$ cat config.mk
export PLATFORM = sky130hd
export DESIGN_NAME = mem_order_queue
export DESIGN_NICKNAME = d
export VERILOG_FILES = /design/src/rtl/lsq_pkg.sv /design/src/rtl/lsq_ptrs.sv /design/src/rtl/lsq_store.sv /design/src/rtl/lsq_issue.sv /design/src/rtl/mem_order_queue.sv
export SDC_FILE = /design/constraint.sdc
export NUM_CORES = 1
export LEC_CHECK = 0
export ABC_AREA = 1
export ABC_CLOCK_PERIOD_IN_PS = 4100
export CORE_MARGIN = 2
export CORE_UTILIZATION = 48
export CTS_CLUSTER_DIAMETER = 40
export CTS_CLUSTER_SIZE = 12
export DETAILED_ROUTE_END_ITERATION = 16
export PLACE_DENSITY_LB_ADDON = 0.08
export SKIP_CTS_REPAIR_TIMING = 1
export SLEW_MARGIN = 20
export SYNTH_ARGS = -nofsm -noshare
export SYNTH_HDL_FRONTEND = slang
export SYNTH_SLANG_ARGS = --single-unit
$ cat constraint.sdc
create_clock -name clk -period 4.1 [get_ports clk]
set_input_delay 0.41 -clock clk [delete_from_list [all_inputs] [get_ports clk]]
set_output_delay 0.41 -clock clk [all_outputs]
set_load 0.05 [all_outputs]
$ cat src/rtl/lsq_pkg.sv
package lsq_pkg;
  localparam logic [1:0] KIND_LOAD   = 2'd0;
  localparam logic [1:0] KIND_STORE  = 2'd1;
  localparam logic [1:0] KIND_ATOMIC = 2'd2;

  // Loads may leave speculatively; everything else needs the oldest slot.
  function automatic logic needs_commit_order(input logic [1:0] kind);
    return kind != KIND_LOAD;
  endfunction

  // Loads and atomics return data to the reorder buffer.
  function automatic logic returns_data(input logic [1:0] kind);
    return kind != KIND_STORE;
  endfunction
endpackage

$ cat src/rtl/lsq_ptrs.sv
module lsq_ptrs #(
  parameter int DEPTH = 8,
  parameter int PTR_W = 4
) (
  input  logic             clk,
  input  logic             rst,
  input  logic             push,
  input  logic             pop,
  input  logic             flush,
  input  logic [PTR_W-1:0] flush_ptr,
  output logic [PTR_W-1:0] head_ptr,
  output logic [PTR_W-1:0] tail_ptr,
  output logic             full,
  output logic             empty
);
  localparam logic [PTR_W-1:0] FULL_CNT = PTR_W'(DEPTH);

  logic [PTR_W-1:0] level;

  always_ff @(posedge clk) begin
    if (rst) begin
      head_ptr <= '0;
      tail_ptr <= '0;
    end else begin
      if (pop)
        head_ptr <= head_ptr + PTR_W'(1);
      if (flush)
        tail_ptr <= flush_ptr;
      else if (push)
        tail_ptr <= tail_ptr + PTR_W'(1);
    end
  end

  assign level = tail_ptr - head_ptr;
  assign full  = (level == FULL_CNT);
  assign empty = (level == '0);
endmodule

$ cat src/rtl/lsq_store.sv
module lsq_store #(
  parameter int DEPTH  = 8,
  parameter int IDX_W  = 3,
  parameter int ROB_W  = 5,
  parameter int ADDR_W = 32,
  parameter int DATA_W = 32
) (
  input  logic              clk,
  input  logic              rst,
  input  logic              alloc_we,
  input  logic [IDX_W-1:0]  alloc_idx,
  input  logic [ROB_W-1:0]  alloc_rob,
  input  logic [1:0]        alloc_kind,
  input  logic [1:0]        alloc_size,
  input  logic              agu_we,
  input  logic [IDX_W-1:0]  agu_idx,
  input  logic [ADDR_W-1:0] agu_addr,
  input  logic [DATA_W-1:0] agu_data,
  input  logic [IDX_W-1:0]  rd_idx,
  output logic              rd_valid,
  output logic [ROB_W-1:0]  rd_rob,
  output logic [1:0]        rd_kind,
  output logic [1:0]        rd_size,
  output logic [ADDR_W-1:0] rd_addr,
  output logic [DATA_W-1:0] rd_data
);
  // Payload arrays carry no reset so they map onto distributed RAM.
  logic [ROB_W-1:0]  rob_mem  [DEPTH];
  logic [1:0]        kind_mem [DEPTH];
  logic [1:0]        size_mem [DEPTH];
  logic [ADDR_W-1:0] addr_mem [DEPTH];
  logic [DATA_W-1:0] data_mem [DEPTH];
  logic [DEPTH-1:0]  ready_q;

  always_ff @(posedge clk) begin
    if (alloc_we) begin
      rob_mem[alloc_idx]  <= alloc_rob;
      kind_mem[alloc_idx] <= alloc_kind;
      size_mem[alloc_idx] <= alloc_size;
    end
  end

  always_ff @(posedge clk) begin
    if (agu_we) begin
      addr_mem[agu_idx] <= agu_addr;
      data_mem[agu_idx] <= agu_data;
    end
  end

  // Per-slot address-valid flags: cleared on allocation, set by the ALU.
  for (genvar s = 0; s < DEPTH; s++) begin : g_flag
    always_ff @(posedge clk) begin
      if (rst)
        ready_q[s] <= 1'b0;
      else if (alloc_we && alloc_idx == IDX_W'(s))
        ready_q[s] <= 1'b0;
      else if (agu_we && agu_idx == IDX_W'(s))
        ready_q[s] <= 1'b1;
    end
  end

  assign rd_valid = ready_q[rd_idx];
  assign rd_rob   = rob_mem[rd_idx];
  assign rd_kind  = kind_mem[rd_idx];
  assign rd_size  = size_mem[rd_idx];
  assign rd_addr  = addr_mem[rd_idx];
  assign rd_data  = data_mem[rd_idx];
endmodule

$ cat src/rtl/lsq_issue.sv
module lsq_issue
  import lsq_pkg::*;
#(
  parameter int ROB_W  = 5,
  parameter int PTR_W  = 4,
  parameter int ADDR_W = 32,
  parameter int DATA_W = 32
) (
  input  logic              clk,
  input  logic              rst,
  input  logic              empty,
  input  logic [PTR_W-1:0]  head_ptr,
  input  logic              hd_valid,
  input  logic [ROB_W-1:0]  hd_rob,
  input  logic [1:0]        hd_kind,
  input  logic [1:0]        hd_size,
  input  logic [ADDR_W-1:0] hd_addr,
  input  logic [DATA_W-1:0] hd_data,
  input  logic [ROB_W-1:0]  rob_head,
  input  logic              flush,
  input  logic [PTR_W-1:0]  flush_ptr,
  input  logic              mem_done,
  input  logic [DATA_W-1:0] mem_rdata,
  output logic              pop,
  output logic              mem_req,
  output logic [1:0]        mem_kind,
  output logic [1:0]        mem_size,
  output logic [ADDR_W-1:0] mem_addr,
  output logic [DATA_W-1:0] mem_wdata,
  output logic [ROB_W-1:0]  mem_rob,
  output logic              res_valid,
  output logic [ROB_W-1:0]  res_rob,
  output logic [DATA_W-1:0] res_data
);
  logic busy_q;   // one access outstanding at the unit
  logic orphan_q; // outstanding access belongs to a discarded entry
  logic head_kill, finish, order_ok, launch;

  assign head_kill = flush && busy_q && !orphan_q && (flush_ptr == head_ptr);
  assign finish    = busy_q && mem_done;
  assign pop       = finish && !orphan_q && !head_kill;
  assign order_ok  = !needs_commit_order(hd_kind) || (hd_rob == rob_head);
  assign launch    = !busy_q && !flush && !empty && hd_valid && order_ok;

  always_ff @(posedge clk) begin
    if (rst) begin
      busy_q    <= 1'b0;
      orphan_q  <= 1'b0;
      mem_req   <= 1'b0;
      res_valid <= 1'b0;
    end else begin
      mem_req   <= launch;
      res_valid <= pop && returns_data(hd_kind);
      if (launch)
        busy_q <= 1'b1;
      else if (finish)
        busy_q <= 1'b0;
      if (finish)
        orphan_q <= 1'b0;
      else if (head_kill)
        orphan_q <= 1'b1;
    end
  end

  always_ff @(posedge clk) begin
    if (launch) begin
      mem_kind  <= hd_kind;
      mem_size  <= hd_size;
      mem_addr  <= hd_addr;
      mem_wdata <= hd_data;
      mem_rob   <= hd_rob;
    end
    if (pop) begin
      res_rob  <= hd_rob;
      res_data <= mem_rdata;
    end
  end
endmodule

$ cat src/rtl/mem_order_queue.sv
module mem_order_queue #(
  parameter int DEPTH  = 8,
  parameter int ROB_W  = 5,
  parameter int ADDR_W = 32,
  parameter int DATA_W = 32,
  localparam int IDX_W = $clog2(DEPTH),
  localparam int PTR_W = IDX_W + 1
) (
  input  logic              clk,
  input  logic              rst,
  input  logic              alloc_req,
  input  logic [1:0]        alloc_kind,
  input  logic [1:0]        alloc_size,
  input  logic [ROB_W-1:0]  alloc_rob,
  output logic              alloc_full,
  output logic [PTR_W-1:0]  alloc_ptr,
  input  logic              agu_we,
  input  logic [IDX_W-1:0]  agu_slot,
  input  logic [ADDR_W-1:0] agu_addr,
  input  logic [DATA_W-1:0] agu_data,
  input  logic [ROB_W-1:0]  rob_head,
  input  logic              flush_valid,
  input  logic [PTR_W-1:0]  flush_ptr,
  output logic              mem_req,
  output logic [1:0]        mem_kind,
  output logic [1:0]        mem_size,
  output logic [ADDR_W-1:0] mem_addr,
  output logic [DATA_W-1:0] mem_wdata,
  output logic [ROB_W-1:0]  mem_rob,
  input  logic              mem_done,
  input  logic [DATA_W-1:0] mem_rdata,
  output logic              res_valid,
  output logic [ROB_W-1:0]  res_rob,
  output logic [DATA_W-1:0] res_data
);
  logic             push, pop, empty;
  logic [PTR_W-1:0] head_ptr, tail_ptr;
  logic             hd_valid;
  logic [ROB_W-1:0] hd_rob;
  logic [1:0]       hd_kind, hd_size;
  logic [ADDR_W-1:0] hd_addr;
  logic [DATA_W-1:0] hd_data;

  assign push      = alloc_req && !alloc_full && !flush_valid;
  assign alloc_ptr = tail_ptr;

  lsq_ptrs #(.DEPTH(DEPTH), .PTR_W(PTR_W)) ptrs_i (
    .clk(clk), .rst(rst), .push(push), .pop(pop),
    .flush(flush_valid), .flush_ptr(flush_ptr),
    .head_ptr(head_ptr), .tail_ptr(tail_ptr),
    .full(alloc_full), .empty(empty)
  );

  lsq_store #(.DEPTH(DEPTH), .IDX_W(IDX_W), .ROB_W(ROB_W),
              .ADDR_W(ADDR_W), .DATA_W(DATA_W)) store_i (
    .clk(clk), .rst(rst),
    .alloc_we(push), .alloc_idx(tail_ptr[IDX_W-1:0]),
    .alloc_rob(alloc_rob), .alloc_kind(alloc_kind), .alloc_size(alloc_size),
    .agu_we(agu_we), .agu_idx(agu_slot), .agu_addr(agu_addr), .agu_data(agu_data),
    .rd_idx(head_ptr[IDX_W-1:0]),
    .rd_valid(hd_valid), .rd_rob(hd_rob), .rd_kind(hd_kind),
    .rd_size(hd_size), .rd_addr(hd_addr), .rd_data(hd_data)
  );

  lsq_issue #(.ROB_W(ROB_W), .PTR_W(PTR_W),
              .ADDR_W(ADDR_W), .DATA_W(DATA_W)) issue_i (
    .clk(clk), .rst(rst), .empty(empty), .head_ptr(head_ptr),
    .hd_valid(hd_valid), .hd_rob(hd_rob), .hd_kind(hd_kind),
    .hd_size(hd_size), .hd_addr(hd_addr), .hd_data(hd_data),
    .rob_head(rob_head), .flush(flush_valid), .flush_ptr(flush_ptr),
    .mem_done(mem_done), .mem_rdata(mem_rdata), .pop(pop),
    .mem_req(mem_req), .mem_kind(mem_kind), .mem_size(mem_size),
    .mem_addr(mem_addr), .mem_wdata(mem_wdata), .mem_rob(mem_rob),
    .res_valid(res_valid), .res_rob(res_rob), .res_data(res_data)
  );
endmodule

# Yosys cells after proc, flatten, opt, wreduce, memory -nomap -nowiden

Memory sizes are Yosys's and may differ from the RTL's. A register that Yosys moved wholly into a read port is not among the register bits.
Index checks and enable logic that the tools add are counted.
Widths: inputs -> output; s select.

Bits in registers: 64
Memory bits (writable): 584
Input bits: 123
Output and inout bits: 117
Word-level logic and storage cells: 111
Memories kept: 5

Memory list:

| name             | words | width | read ports | clocked after memory_dff | wr ports | RTL line        | RTL |
|---|---|---|---|---|---|---|---|
| store_i.addr_mem | 8     | 32    | 1          | 1                        | 1        | lsq_store.sv:31 | `logic [ADDR_W-1:0] addr_mem [DEPTH];` |
| store_i.data_mem | 8     | 32    | 1          | 1                        | 1        | lsq_store.sv:32 | `logic [DATA_W-1:0] data_mem [DEPTH];` |
| store_i.rob_mem  | 8     | 5     | 1          | 1                        | 1        | lsq_store.sv:28 | `logic [ROB_W-1:0] rob_mem [DEPTH];` |
| store_i.kind_mem | 8     | 2     | 1          | 1                        | 1        | lsq_store.sv:29 | `logic [1:0] kind_mem [DEPTH];` |
| store_i.size_mem | 8     | 2     | 1          | 1                        | 1        | lsq_store.sv:30 | `logic [1:0] size_mem [DEPTH];` |

Add/subtract/negate cells: 3
$lt $le $gt $ge: 1
Equal/unequal tests: 18
Muxes and demuxes: 14
Reductions and logical operators: 52

Operators by type and width:

| kind                | count |
|---|---|
| $logic_and 1x1->1   | 29 |
| $eq 3x3->1 const B  | 8 |
| $reduce_or 2->1     | 9 |
| $eq 3x2->1 const B  | 4 |
| $mux 3              | 4 |
| $add 4x1->4 const B | 2 |
| $mux 4              | 2 |
| $logic_not 1->1     | 7 |
| $mux 1              | 7 |
| $eq 3x1->1 const B  | 2 |
| $logic_not 3->1     | 2 |
| $reduce_bool 2->1   | 3 |
| $eq 5x5->1          | 1 |
| $eq 4x4->1          | 1 |
| $eq 4x4->1 const B  | 1 |
| $logic_not 4->1     | 1 |
| $lt 3x4->1 const B  | 1 |
| $sub 4x4->4         | 1 |
| $bmux 1 s3          | 1 |
| $ne 2x1->1 const B  | 1 |
| $logic_or 1x1->1    | 1 |

# Logic depth before layout (Yosys ltp)

Gate-level depths: netlist of run 1.

Depth in word-level cells: 7
Gate-level depth with buffers: 15
Depth with buffers taken out: 13

# Modules after synthesis

Synthesis of run 1 repeated with hierarchy kept, for this count alone.

Cell total of the unflattened synthesis: 2,874
Area total of the unflattened synthesis: 30,171.4 µm²

Modules (own cells, without submodules):

| module          | times used | cells each | area an instance (µm²) | sequential area each (µm²) |
|---|---|---|---|---|
| lsq_store       | 1          | 2,613      | 25,967.4               | 17,697.0 |
| lsq_issue       | 1          | 172        | 3,639.7                | 3,383.2 |
| lsq_ptrs        | 1          | 86         | 550.5                  | 160.2 |
| mem_order_queue | 1          | 3          | 13.8                   | 0.0 |

# Least setup slack after synthesis of run 1

No wires, ideal clock.

Path kind: register to register
From: register ptrs_i.head_ptr[1]
To: register issue_i.mem_addr[0], read port of store_i.addr_mem, enable pin
Library setup time: 0.427 ns
Data arrival time: 3.519 ns
Required time: 3.673 ns
Setup slack: 0.154 ns
Stages on the path, launching flop included: 14
Path buffers: 2
Period minus slack after synthesis: 3.946 ns
Path through: dfxtp_1 > clkinv_1 > clkbuf_1 > clkbuf_1 > ha_1 > inv_1 > o21bai_1 > nand2_1 > nand2_1 > xor2_1 > nor2_1 > nor3_1 > nand2_1 > inv_1

Word-level cells in the longest chain between the ends: 6
Elaborated cells on any way between the ends: 8
Those cells by class: 1 x add/sub; 2 x mux; 5 x reduce/logical

Ends and longest elaborated chain:

| what                                | RTL line        | RTL |
|---|---|---|
| start: declaration                  | lsq_ptrs.sv:11  | `output logic [PTR_W-1:0] head_ptr,` |
| start signal: assignment            | lsq_ptrs.sv:26  | `head_ptr <= head_ptr + PTR_W'(1);` |
| $sub 4x4->4                         | lsq_ptrs.sv:34  | `assign level = tail_ptr - head_ptr;` |
| $logic_not 4->1                     | lsq_ptrs.sv:36  | `assign empty = (level == '0);` |
| $logic_not 1->1                     | lsq_issue.sv:43 | `assign launch = !busy_q && !flush && !empty && hd_valid && order_ok;` |
| $logic_and 1x1->1                   | lsq_issue.sv:43 |  |
| $logic_and 1x1->1 (*) (2 in series) | lsq_issue.sv:43 |  |
| net issue_i.launch                  | lsq_issue.sv:37 | `logic head_kill, finish, order_ok, launch;` |
| end: declaration                    | lsq_issue.sv:28 | `output logic [ADDR_W-1:0] mem_addr,` |

The timed path passes the listed nets; every way through them passes the cells marked *. The select of a mux whose other input is x is not followed.
A chain may end at the register's enable or synchronous reset.

# Worst setup path after layout of run 1

From: register ptrs_i.head_ptr[0]
To: output port alloc_full

Word-level cells in the longest chain between the ends: 2

Ends and longest elaborated chain:

| what             | RTL line              | RTL |
|---|---|---|
| $sub 4x4->4      | lsq_ptrs.sv:34        |  |
| $eq 4x4->1       | lsq_ptrs.sv:35        | `assign full = (level == FULL_CNT);` |
| end: declaration | mem_order_queue.sv:15 | `output logic alloc_full,` |

No other way between the ends.

==> out/results.tsv, run 1 <==
metric	value	unit
Post-synth EDFFs	694	
H-tree depth	3	
clock latency on the worst-skew pair	0.63	ns
first-pass detailed-route iteration total	5	
fin cells	3138	
Via density	5.34	
max layer used	met5	
leak pwr	11.7	nW
Arr. time, crit path	2.64	ns
final net count	2433	
cell area after synthesis	27400	sq um
hpwl dp	34.1	mm
via count	16800	
min-delay worst type	in -> reg	
Hold Vio Cnt, Final	0	
post-synth top area cell	edfxtp_1	
Setup crit start	ptrs_i.head_ptr[0]	
antenna violation net count after detailed routing	0	
# setup viols final	0	
Yosys warning count	0	
area grow syn2layout	24.5	%
clock sink count	717	
Post-synth top cells	edfxtp_1, nor2_1, o21ai_0, nand2_1, o22ai_1	
largest net degree at the start of global routing	226	
root buffer cell	clkbuf_16	
fin crit share	74.3	%
Synth cell types	37	
# IOs	240	
Initial Util	48.6	%
worst vdd ir	0.343	mV
Pwr Density	516	nW/um^2
Num CTS Buffers	100	
Placed Cells	2954	
worst hold start	mem_rdata[4]	
Final min period	3.05	ns
crit path launch type	register	
status	complete, no violations	
top cells by area, synth	edfxtp_1, nor2_1, o21ai_0, dfxtp_1, o22ai_1	
PortBufs	239	
Slew Viols, Final	0	
RR Startpoint	ptrs_i.head_ptr[1]	
maximum clock rate	0.328	GHz
most instantiated library cell after synthesis	edfxtp_1	
FF+latch count, synth	717	
first-pass GRT wire length	95.9	mm
Syn Area/Cell	13.4	sq um
fill cell count	4392	
placement row count	87	
max capacitance violation total	0	
unrepaired setup endpoints after global routing	no	
CTS tree	built	
final WL	62.6	mm
drc violations	0	
total die area	59000	sq um
Synth Instances	2037	
met2 WL	29.7	mm
layout cell share with drive strength beyond 1	9.95	%
asr flop ratio synth	0	%
sequential area share after synthesis	77.8	%
Worst Tran Pin Value	1.09	ns
initial antenna violation count	5	
crit end category	primary output	
Crit path required time	3.69	ns
Die Y	243	um
Overflow after GRT	0	
drt wl/cell	19.9	um
Reg clk slew, reported paths	0.05	ns
worst-path maximum fanout	50	
routed length on met1	28.0	mm
Fin Setup TNS	0	ns
GRT Overall Usage	21.0	%
Slew HR	27.5	%
Synth top area share	76.1	%
Die W	243	um
Setup Skew	0.0194	ns
DRC violation total after the first TritonRoute iteration	1146	
wire length on met3	3.71	mm
Main synth FF type	edfxtp_1	
Max clock buf depth	3	
GPL Wtd Cong	0.810	
Setup CP Type	reg -> out	
Core Area	56400	sq um
vias in the first global route	16500	
syn_nets	2170	
[path summary, 6_finish.rpt]
kind,end,slack (ns),depth (start not counted)
setup reg to reg,issue_i.mem_addr[1],1.10,12
hold reg to reg,issue_i.orphan_q,0.46,2
setup / recovery,alloc_full,1.05,7
hold / removal,issue_i.res_data[4],0.33,1
[metrics by stage]
| stage | hold slack [ns] | setup slack (ns) | util [%] | power, mW | area, sq um |
|---|---|---|---|---|---|
| global placement | 0.452 | 1.15 | 54.3 | 8.97 | 30600 |
| floorplan | 0.439 | 0.154 | - | 8.66 | 27400 |
| finish | 0.329 | 1.05 | 60.5 | 17.6 | 34100 |
| CTS | 0.300 | 0.980 | 60.5 | 17.8 | 34100 |
| global route | 0.309 | 0.861 | 60.5 | 18.2 | 34100 |
| detailed placement | 0.458 | 1.11 | 54.3 | 8.98 | 30600 |
[flip-flops by register name (all words and copies together) (netlist names), 5 cells and up, named ones only]
name	cells
store_i.data_mem	256
store_i.kind_mem	16
store_i.size_mem	16
issue_i.mem_addr	32
store_i.addr_mem	256
store_i.rob_mem	40
issue_i.mem_wdata	32
issue_i.res_data	32
issue_i.mem_rob	5
issue_i.res_rob	5
store_i.ready_q	8
[cell families after synthesis]
logic type | Yosys count | synth area share, %
XOR/XNOR | 8 | 0.256
flip-flops | 717 | 77.8
AND/OR/NAND/NOR | 685 | 9.89
buffers and inverters | 182 | 2.95
AO/OA/AOI/OAI | 435 | 8.70
adder cells (fa/ha/maj) | 10 | 0.457
[critical path, cell delays in order, from the launching register on]
cell and delay, ns:
dfxtp_4 0.73, ha_1 0.26, o21bai_1 0.08, or2_1 0.21, a21oi_1 0.20, nand3_2 0.14, inv_1 0.15, buf_4 0.22
[power by group]
group          switching, mW  internal (mW)
clock network           3.22           5.56
logic                  0.342          0.202
registers             0.0493           8.24
[layout make-up]
class                   instances  area [sq um]  area share [%]
clock buffers                 113          2590            7.60
diodes                          1          2.50         0.00734
inverters                      69           277           0.811
multi-input cells            1138          5350            15.7
well taps                     756           946            2.77
flip-flops and latches        717         21300            62.5
clock inverters                70           881            2.58
repair buffers                274          2750            8.07
[cells in the final DEF, fill, tap and decap left out, types with 19 or more instances in the layout]
cell type / synthesis / routed
o22ai_1: 69 / 69
nand2_1: 103 / 103
clkbuf_16: 0 / 102
nand3_1: 39 / 39
buf_4: 5 / 28
nor2_1: 524 / 516
inv_1: 64 / 63
o21ai_0: 274 / 274
dfxtp_1: 23 / 21
clkdlybuf4s50_1: 0 / 238
edfxtp_1: 694 / 694
inv_6: 1 / 19
a31oi_1: 66 / 66
[per-layer routing]
layer | vias to the layer above | GRT usage [%]
met5 | - | 0
met3 | 102 | 4.00
li1 | 7914 | -
met4 | 6 | 6.48
met2 | 497 | 33.8
met1 | 8236 | 29.2
Power figures use the tool's default switching activity.
==> inputs of run 2 (changes only) <==
- ABC_CLOCK_PERIOD_IN_PS: 4100 -> 3200
- clock period: 4.1 -> 3.2 ns (I/O delays scaled with it)
==> run 2 against run 1 <==
- total power rose by 26%
- clock skew rose by 0.0078 ns
- via count barely moved
- first-iteration DRC count rose by 19%
- combinational power rose by 29%
- global-route usage rose by 0.41 points
- clock-buffer cell count fell by 4
- sequential cell count did not move
- worst setup slack got worse by 0.53 ns
- largest cell class unchanged
==> out/results.tsv, run 2 (synthesized netlist as in run 1, its figures left out) <==
metric	value	unit	change
Worst Tran Pin Value	1.22	ns	+0.130 ns
DRC violation total after the first TritonRoute iteration	1368		+19%
hpwl dp	33.4	mm	-2.2%
Slew Viols, Final	0		unchanged
max capacitance violation total	0		unchanged
largest net degree at the start of global routing	239		+5.8%
Cell Int Power	17.7	mW	+27%
pre-CTS setup slack	0.683	ns	-0.429 ns
# IOs	240		unchanged
met2 WL	30.8	mm	+3.8%
clock power share	49.2	%	-0.6 points
GRT Overall Usage	21.4	%	+0.41 points
Arr. time, crit path	2.36	ns	-0.28 ns
Num CTS Buffers	98		-2.0%
# setup viols final	0		unchanged
Setup Skew	0.0271	ns	+0.00778 ns
Initial Util	48.6	%	unchanged
clock latency on the worst-skew pair	0.63	ns	about the same
H-tree depth	3		unchanged
biggest regs	store_i.addr_mem x256, store_i.data_mem x256, store_i.rob_mem x40		
Crit path required time	2.88	ns	-0.81 ns
wire length on met3	3.67	mm	-1.2%
area grow syn2layout	24.6	%	about the same
placement row count	87		unchanged
status	complete, no violations		
Final min period	2.68	ns	
GPL Wtd Cong	0.816		+0.78%
root buffer cell	clkbuf_16		
worst-path maximum fanout	3		-94%
Fin Setup TNS	0	ns	unchanged
CTS tree	built		
fin crit share	83.7	%	
routed length on met1	27.7	mm	-1.1%
setup ws final	0.522	ns	-0.530 ns
layout cell share with drive strength beyond 1	10.4	%	+0.45 points
clock sink count	717		unchanged
max layer used	met5		
min-delay worst type	in -> reg		
most frequent cells in the layout	edfxtp_1, nor2_1, o21ai_0		
Slew HR	18.8	%	-8.7 points
first-pass GRT wire length	97.1	mm	+1.3%
crit end category	primary output		
Hold Vio Cnt, Final	0		unchanged
Max clock buf depth	3		unchanged
Reg clk slew, reported paths	0.06	ns	about the same
Comb pwr share	3.2	%	about the same
PortBufs	239		unchanged
Psw	4.56	mW	+26%
drt wl/cell	20.1	um	+0.85%
placement-stage cell area	30700	sq um	+0.38%
drc violations	0		unchanged
Via density	5.33		-0.23%
Setup CP Type	reg -> out		
Die Y	243	um	unchanged
maximum clock rate	0.373	GHz	
Final Instance Area	34100	sq um	about the same
final net count	2438		+0.21%
Pwr Density	653	nW/um^2	+26%
via count	16700		-0.042%
initial antenna violation count	8		+3
fin util	60.5	%	about the same
worst vdd ir	0.494	mV	+44%
antenna violation net count after detailed routing	0		unchanged
Die W	243	um	unchanged
Overflow after GRT	0		unchanged
Switching Share	20.5	%	about the same
unrepaired setup endpoints after global routing	no		
leak pwr	11.7	nW	+0.18%
Core Area	56400	sq um	unchanged
final WL	63.2	mm	+1.0%
commonest non-fill, non-tap cell in the layout	edfxtp_1		
total die area	59000	sq um	unchanged
first-pass detailed-route iteration total	5		unchanged
vias in the first global route	16300		-1.1%
Seq pwr share	47.7	%	+0.6 points
crit path launch type	register		
## run 2: area by class of cell
cell class,instances,area [sq um]
sequential,717,21300
clock buffer,109,2600
multi-input combinational,1138,5360
clock inverter,69,771
inverter,69,280
fill,4446,22300
timing repair buffer,281,2840
tap,756,946
antenna,5,12.5
## run 2: critical path, stage by stage (launching register included)
cell and delay [ns]:
dfxtp_4 0.37, clkinv_4 0.06, ha_4 0.26, inv_2 0.04, o21bai_1 0.14, nand2_1 0.10
nand2_1 0.08, xor2_1 0.23, nand3_2 0.18, inv_1 0.14, buf_12 0.14
## run 2: final timing paths
check                                   startpoint               endpoint  slack (ns)  cells past startpoint
worst max-delay path            ptrs_i.head_ptr[1]             alloc_full        0.52                     10
worst min-delay path                 mem_rdata[17]   issue_i.res_data[17]        0.26                      1
worst max register to register  ptrs_i.head_ptr[1]  issue_i.mem_wdata[25]        0.64                     12
worst min register to register    issue_i.orphan_q       issue_i.orphan_q        0.47                      2
## run 2: stage by stage
step                power [mW]  hold slack [ns]  cells
CTS                       22.5            0.217   3139
detailed placement        11.5            0.462   2961
global route              23.0            0.224   3141
global placement          11.5            0.450   2961
finish                    22.3            0.258   3144
floorplan                 11.1            0.419   2037
## run 2: layer usage
layer  GRT usage, %  vias to the layer above
met3           4.44                       78
met5              0                        -
li1               -                     7946
met2           35.6                      472
met4           6.23                        6
met1           28.7                     8246
## run 2: power groups by stage
stage / logic (mW) / registers, mW / clock network [mW]
floorplan: 0.270 / 10.8 / 0
global placement: 0.698 / 10.8 / 0
detailed placement: 0.710 / 10.8 / 0
CTS: 0.712 / 10.6 / 11.2
global route: 0.775 / 10.6 / 11.6
finish: 0.702 / 10.6 / 11.0
